==> config.mk <==
export PLATFORM = sky130hd
export DESIGN_NAME = phase_oneshot_bank
export DESIGN_NICKNAME = d
export VERILOG_FILES = /design/src/rtl/phot_pkg.sv /design/src/rtl/phot_trig_sel.sv /design/src/rtl/phot_reload_ptr.sv /design/src/rtl/phot_down_counter.sv /design/src/rtl/phase_oneshot_bank.sv
export SDC_FILE = /design/constraint.sdc
export NUM_CORES = 1
export LEC_CHECK = 0
export BUFFER_PORTS_ARGS = -buffer_cell sky130_fd_sc_hd__buf_2
export CORE_ASPECT_RATIO = 0.75
export CORE_MARGIN = 2
export CORE_UTILIZATION = 54
export DETAILED_ROUTE_END_ITERATION = 6
export PLACE_DENSITY = 0.88
export SYNTH_ARGS = -nofsm -noshare
export SYNTH_HDL_FRONTEND = slang
export SYNTH_SLANG_ARGS = --single-unit
==> constraint.sdc <==
create_clock -name clk -period 4.91 [get_ports clk]
set_clock_uncertainty 0.05 [all_clocks]
set_input_delay 0.7365 -clock clk [delete_from_list [all_inputs] [get_ports clk]]
set_output_delay 0.7365 -clock clk [all_outputs]
set_load 0.01 [all_outputs]
==> src/rtl/phot_pkg.sv <==
package phot_pkg;
  typedef enum logic {TRIG_A = 1'b0, TRIG_B = 1'b1} trig_src_e;
  typedef enum logic {RUN_SINGLE = 1'b0, RUN_TRI = 1'b1} run_mode_e;
endpackage

==> src/rtl/phot_trig_sel.sv <==
module phot_trig_sel
  import phot_pkg::*;
(
  input  logic      trig_a_i,
  input  logic      trig_b_i,
  input  trig_src_e src_i,
  output logic      start_o
);
  always_comb begin
    unique case (src_i)
      TRIG_A:  start_o = trig_a_i;
      TRIG_B:  start_o = trig_b_i;
      default: start_o = 1'b0;
    endcase
  end
endmodule

==> src/rtl/phot_reload_ptr.sv <==
module phot_reload_ptr
  import phot_pkg::*;
#(
  parameter int CW = 16
) (
  input  logic          clk,
  input  logic          rst,
  input  run_mode_e     mode_i,
  input  logic          mode_chg_i,
  input  logic          start_i,
  input  logic          idle_i,
  input  logic [CW-1:0] reload_a_i,
  input  logic [CW-1:0] reload_b_i,
  output logic [CW-1:0] load_val_o
);
  logic ptr_q;
  logic ptr_eff;
  logic accept;

  // a mode change sends the alternation back to A for this cycle onward
  assign ptr_eff    = mode_chg_i ? 1'b0 : ptr_q;
  assign accept     = start_i & idle_i;
  assign load_val_o = ptr_eff ? reload_b_i : reload_a_i;

  always_ff @(posedge clk) begin
    if (rst) begin
      ptr_q <= 1'b0;
    end else if (accept) begin
      ptr_q <= (mode_i == RUN_TRI) ? ~ptr_eff : 1'b0;
    end else begin
      ptr_q <= ptr_eff;
    end
  end
endmodule

==> src/rtl/phot_down_counter.sv <==
module phot_down_counter #(
  parameter int CW = 16
) (
  input  logic          clk,
  input  logic          rst,
  input  logic          cnt_en_i,
  input  logic          start_i,
  input  logic [CW-1:0] load_val_i,
  output logic          idle_o,
  output logic          pulse_o,
  output logic          fall_o
);
  localparam logic [CW-1:0] ONE = CW'(1);

  logic [CW-1:0] cnt_q;
  logic          pulse_q;
  logic          fall_q;

  assign idle_o  = ~pulse_q;
  assign pulse_o = pulse_q;
  assign fall_o  = fall_q;

  always_ff @(posedge clk) begin
    if (rst) begin
      cnt_q   <= '0;
      pulse_q <= 1'b0;
      fall_q  <= 1'b0;
    end else begin
      fall_q <= 1'b0;
      if (pulse_q) begin
        if (cnt_en_i) begin
          cnt_q <= cnt_q - ONE;
          if (cnt_q == ONE) begin
            pulse_q <= 1'b0;
            fall_q  <= 1'b1;
          end
        end
      end else if (start_i && (load_val_i != '0)) begin
        cnt_q   <= load_val_i;
        pulse_q <= 1'b1;
      end
    end
  end
endmodule

==> src/rtl/phase_oneshot_bank.sv <==
module phase_oneshot_bank
  import phot_pkg::*;
#(
  parameter int NPH = 3,
  parameter int CW  = 16
) (
  input  logic              clk,
  input  logic              rst,
  input  logic              cnt_en_i,
  input  logic              trig_a_i,
  input  logic              trig_b_i,
  input  logic              trig_sel_i,
  input  logic              mode_i,
  input  logic [NPH*CW-1:0] reload_a_i,
  input  logic [NPH*CW-1:0] reload_b_i,
  output logic [NPH-1:0]    pulse_o,
  output logic [NPH-1:0]    fall_o
);
  localparam int VW = NPH * CW;

  run_mode_e         mode_cur;
  run_mode_e         mode_q;
  logic              mode_chg;
  logic              start_w;
  logic [VW-1:0]     load_val_w;
  logic [NPH-1:0]    idle_w;

  assign mode_cur = run_mode_e'(mode_i);
  assign mode_chg = (mode_cur != mode_q);

  always_ff @(posedge clk) begin
    if (rst) mode_q <= RUN_SINGLE;
    else     mode_q <= mode_cur;
  end

  phot_trig_sel u_tsel (
    .trig_a_i (trig_a_i),
    .trig_b_i (trig_b_i),
    .src_i    (trig_src_e'(trig_sel_i)),
    .start_o  (start_w)
  );

  for (genvar p = 0; p < NPH; p++) begin : g_phase
    phot_reload_ptr #(.CW(CW)) u_ptr (
      .clk        (clk),
      .rst        (rst),
      .mode_i     (mode_cur),
      .mode_chg_i (mode_chg),
      .start_i    (start_w),
      .idle_i     (idle_w[p]),
      .reload_a_i (reload_a_i[p*CW +: CW]),
      .reload_b_i (reload_b_i[p*CW +: CW]),
      .load_val_o (load_val_w[p*CW +: CW])
    );

    phot_down_counter #(.CW(CW)) u_cnt (
      .clk        (clk),
      .rst        (rst),
      .cnt_en_i   (cnt_en_i),
      .start_i    (start_w),
      .load_val_i (load_val_w[p*CW +: CW]),
      .idle_o     (idle_w[p]),
      .pulse_o    (pulse_o[p]),
      .fall_o     (fall_o[p])
    );
  end
endmodule

==> impl.org <==
** Run status
- Run status :: completed

** GRT
- The via count of the first global-routing pass was 4438.
- Entering global routing, the biggest net connects 61 pins.
- Global Route Usage Sum :: 31.8%
- Initial antenna violation count :: 0
- Global routing finished with a remaining overflow of 0.
- First-pass GRT wire length :: 21.5 mm

** Clock network
- The number of gates resized after CTS was 0.
- CTS H-tree depth :: 3
- In this run the clock root is driven by a clkbuf_8.
- Clock latency on the worst-skew pair :: 0.34 ns
- The clock passes through at most 2 buffers.
- Clock-pin slew on the worst setup and hold paths :: 0.07 ns
- CTS tree :: done
- For this design, the sink count on the clock tree is 58.
- Setup bufs post-CTS :: 0
- Counting the buffers created by CTS gives 9.
- Hold repair after CTS inserted 0 buffers.

** Yosys
- Avg Inst Size Synth :: 8.32 sq um
- The synthesized netlist occupies a cell area of 4150 sq um.
- Share of synthesized cell area in and, or, nand and nor gates :: 24.6%
- After synthesis, the largest family of logic cells by area is compound AO/OA/AOI/OAI gates.
- Fraction of registers with async set/reset :: 0%
- Top_reg_cell synth :: dfxtp_1
- The synthesized netlist devotes 28.3% of its cell area to compound gates.
- Of the total synthesized cell area, the portion taken by XOR and XNOR cells is 0.603%.
- Adder-Cell Fraction of Synth Area :: 1.81%
- Fraction of synthesized cell area taken by the top area cell type :: 28.0%
- Warning count from the yosys run :: 0
- After synthesis, the share of cell area in mux cells is 11.9%.
- Number of synthesized flops with an enable pin :: 0
- By area the synthesized netlist is led by dfxtp_1 28%, mux2i_1 5.8%, mux2_2 5.2%.
- Counting every net in the synthesized netlist gives 608.
- Post-synthesis register bit count :: 58
- After synthesis, flip-flops and latches occupy 28.0% of the total area.
- Number of distinct library cell variants in the gate-level netlist after synthesis :: 70
- Largest area contributor in the synthesized netlist :: dfxtp_1
- Synthesis produced a netlist whose cell count is 499.

** Layout
- Summing all multi-input logic gate instances after layout gives 2790 sq um.
- FF+latch area :: 1160 sq um
- From synthesis to final layout, the design area changed by 17.4%.
- Number of antenna repair diodes :: 0
- Fillers :: 594
- The post-route netlist has 28.2% of its cells at a drive strength greater than 1.
- For this run, the post-layout net count is 698.

** Setup path
- Delay contributed by the slowest stage of the critical path :: 0.86 ns
- At the worst endpoint, the required time is 5.09 ns.
- The number of cells on the worst reg-to-reg path is 5.
- Traced cell by cell, the critical path runs through nor4b_1, nand2_1, nor3_1, o21ai_0, o311a_1.
- Worst R2R Setup Slack :: 1.99 ns
- Crit path from :: g_phase[2].u_cnt.pulse_o
- Critical path class :: register to register
- The most critical setup path has its endpoint at g_phase[2].u_cnt.cnt_q[5].
- The worst setup path is launched from a register.
- Worst Path Arrival :: 3.10 ns
- STA classifies the critical path endpoint as a register.
- The largest individual stage delay along the critical path comes from the cell dfxtp_1.
- The worst register-to-register path ends at g_phase[2].u_cnt.cnt_q[5].
- R2R Path Start :: g_phase[2].u_cnt.pulse_o
- Maximum fanout encountered on the critical timing path :: 26

** Floorplan
- Die outline height :: 79.9 um
- The region available for standard cell placement spans 7400 sq um.
- For this configuration, the core starts out at a cell density of 56.1%.
- Row generation in the floorplan step produced 27 rows.
- # IOs :: 109
- Die Footprint :: 8410 sq um
- Die span in x :: 105 um

** Drt
- The first routing iteration left 521 violations.
- Via/cell ratio :: 6.84
- Summed over all layers, the routed wires come to 13.3 mm.
- In the final routed layout, each cell accounts on average for 19.2 um.
- First drt pass iteration count :: 5
- Total number of vias :: 4746
- In the routed design, unresolved DRC markers number 0.
- Once detail routing completed, the nets flagged for antenna violations numbered 0.

** Power and ir drop
- Power per cell area :: 305 nW/um^2
- Pwr Total :: 0.00149 W
- Peak ir drop on the vdd network :: 0.000165 V
- In this run the static leakage power is 1.96 nW.

** Min path
- The worst hold path passes through 2 cells.
- The path class of the tightest hold or removal check is register to register.

** Timing
- Setup repair after global routing missed its margin :: false
- Final setup fails :: 0
- Worst-Margin Slew :: 0.927 ns
- Final period utilization :: 59.4%
- In this run the tightest slew margin relative to its limit is 37.3%.
- TNS Setup :: 0 ns
- The hold violation total from the final report is 0.
- Max Freq :: 0.343 GHz
- Number of max-slew violations in the final report :: 0
- Counting I/O delays and the setup requirement, the final critical path takes 2.92 ns.

** Job
- Number of maximum-capacitance constraint violations :: 0

** Placed design
- After legalization and detailed placement, the total HPWL measured 9.66 mm.
- At the end of routability-driven placement, the weighted congestion stood at 0.919.
- During placement, the flow inserted port buffers numbering 108.
[power breakdown]
| group | total (W) | switching (W) | internal (W) |
|---|---|---|---|
| combinational | 0.000449 | 0.000259 | 0.000190 |
| sequential | 0.000592 | 0.0000705 | 0.000521 |
| clock | 0.000446 | 0.000203 | 0.000243 |
[worst max-delay path, delay by kind of cell, from the launching register on]
kind            cells  cell delay (ns)
simple gates        3             1.42
flops               1             0.86
compound gates      2             0.47
[logic make-up (layout without fill, tap and decap cells)]
kind of cell	after synthesis	count (layout)
muxes	46	46
buffers and inverters	44	138
adders and majority gates	6	6
DFF	58	58
and+or+nand+nor	182	182
xor gates and xnor gates	2	2
AOI/OAI and AO/OA	161	161
[metrics by stage]
stage | setup slack [ns] | hold slack [ns] | util [%] | area [sq um] | cells
after CTS | 2.12 | 0.440 | 65.9 | 4870 | 694
after detailed placement | 1.92 | 0.431 | 63.3 | 4680 | 679
final | 1.99 | 0.439 | 65.9 | 4870 | 694
after global placement | 1.99 | 0.415 | 63.3 | 4680 | 679
after floorplan | 2.69 | 0.388 | - | 4150 | 499
after global routing | 1.79 | 0.461 | 65.9 | 4870 | 694
[cell usage after synthesis, types with 4 or more instances]
cell,instances
buf_2,5
nor2_1,18
mux2_2,19
o21ai_0,27
clkbuf_1,17
ha_1,6
a211oi_1,6
nor2b_1,4
o21a_1,5
and3_1,7
dfxtp_1,58
a2111oi_0,4
or2_2,5
inv_1,13
a311oi_1,5
o211ai_1,6
o31ai_1,7
buf_4,6
o32ai_1,24
mux2i_1,24
nand2_1,41
nand4_1,10
o32a_1,5
or3_1,7
nand3_1,17
nor4_1,32
nor3_1,11
o22a_1,12
a21oi_1,28
[worst min-delay path by stage]
stage                                             to  slack (ns)                       start
after CTS                 g_phase[0].u_cnt.cnt_q[11]        0.44  g_phase[0].u_cnt.cnt_q[11]
final                     g_phase[0].u_cnt.cnt_q[11]        0.44  g_phase[0].u_cnt.cnt_q[11]
after floorplan              g_phase[0].u_cnt.fall_o        0.39  g_phase[0].u_cnt.cnt_q[15]
after global routing      g_phase[0].u_cnt.cnt_q[11]        0.46  g_phase[0].u_cnt.cnt_q[11]
after detailed placement  g_phase[0].u_cnt.cnt_q[11]        0.43  g_phase[0].u_cnt.cnt_q[11]
after global placement    g_phase[0].u_cnt.cnt_q[11]        0.41  g_phase[0].u_cnt.cnt_q[11]
[layout by cell type (no fill, tap or decap), types with 11 or more instances in the layout]
master / count
buf_2: 108
mux2i_1: 24
dfxtp_1: 58
o22a_1: 12
nand3_1: 17
nor3_1: 11
inv_1: 13
o32ai_1: 24
nor4_1: 32
nand2_1: 41
nor2_1: 18
o21ai_0: 27
a21oi_1: 28
mux2_2: 19
[layout make-up]
type                       count  share of cell area (%)
clock inverter                 5                    1.13
tap                          101                    2.59
timing repair buffer         110                    11.4
sequential                    58                    23.8
clock buffer                  10                    2.82
multi-input combinational    397                    57.2
inverter                      13                    1.00
[per-layer routing]
metal  up-vias  part of all wire, %  track usage [%]
met5         -                    0                0
met4         0                  2.0             9.87
met3        33                   10             6.78
met2       332                   44             51.0
met1      2205                   44             43.0
li1       2176                    -                -
[registers in the layout (all words and copies together), names as in the netlist]
name	count
g_phase.u_cnt.pulse_o	3
g_phase.u_ptr.ptr_q	3
mode_q	1
g_phase.u_cnt.fall_o	3
g_phase.u_cnt.cnt_q	48
Note: power is estimated with default switching activity, not from simulation.
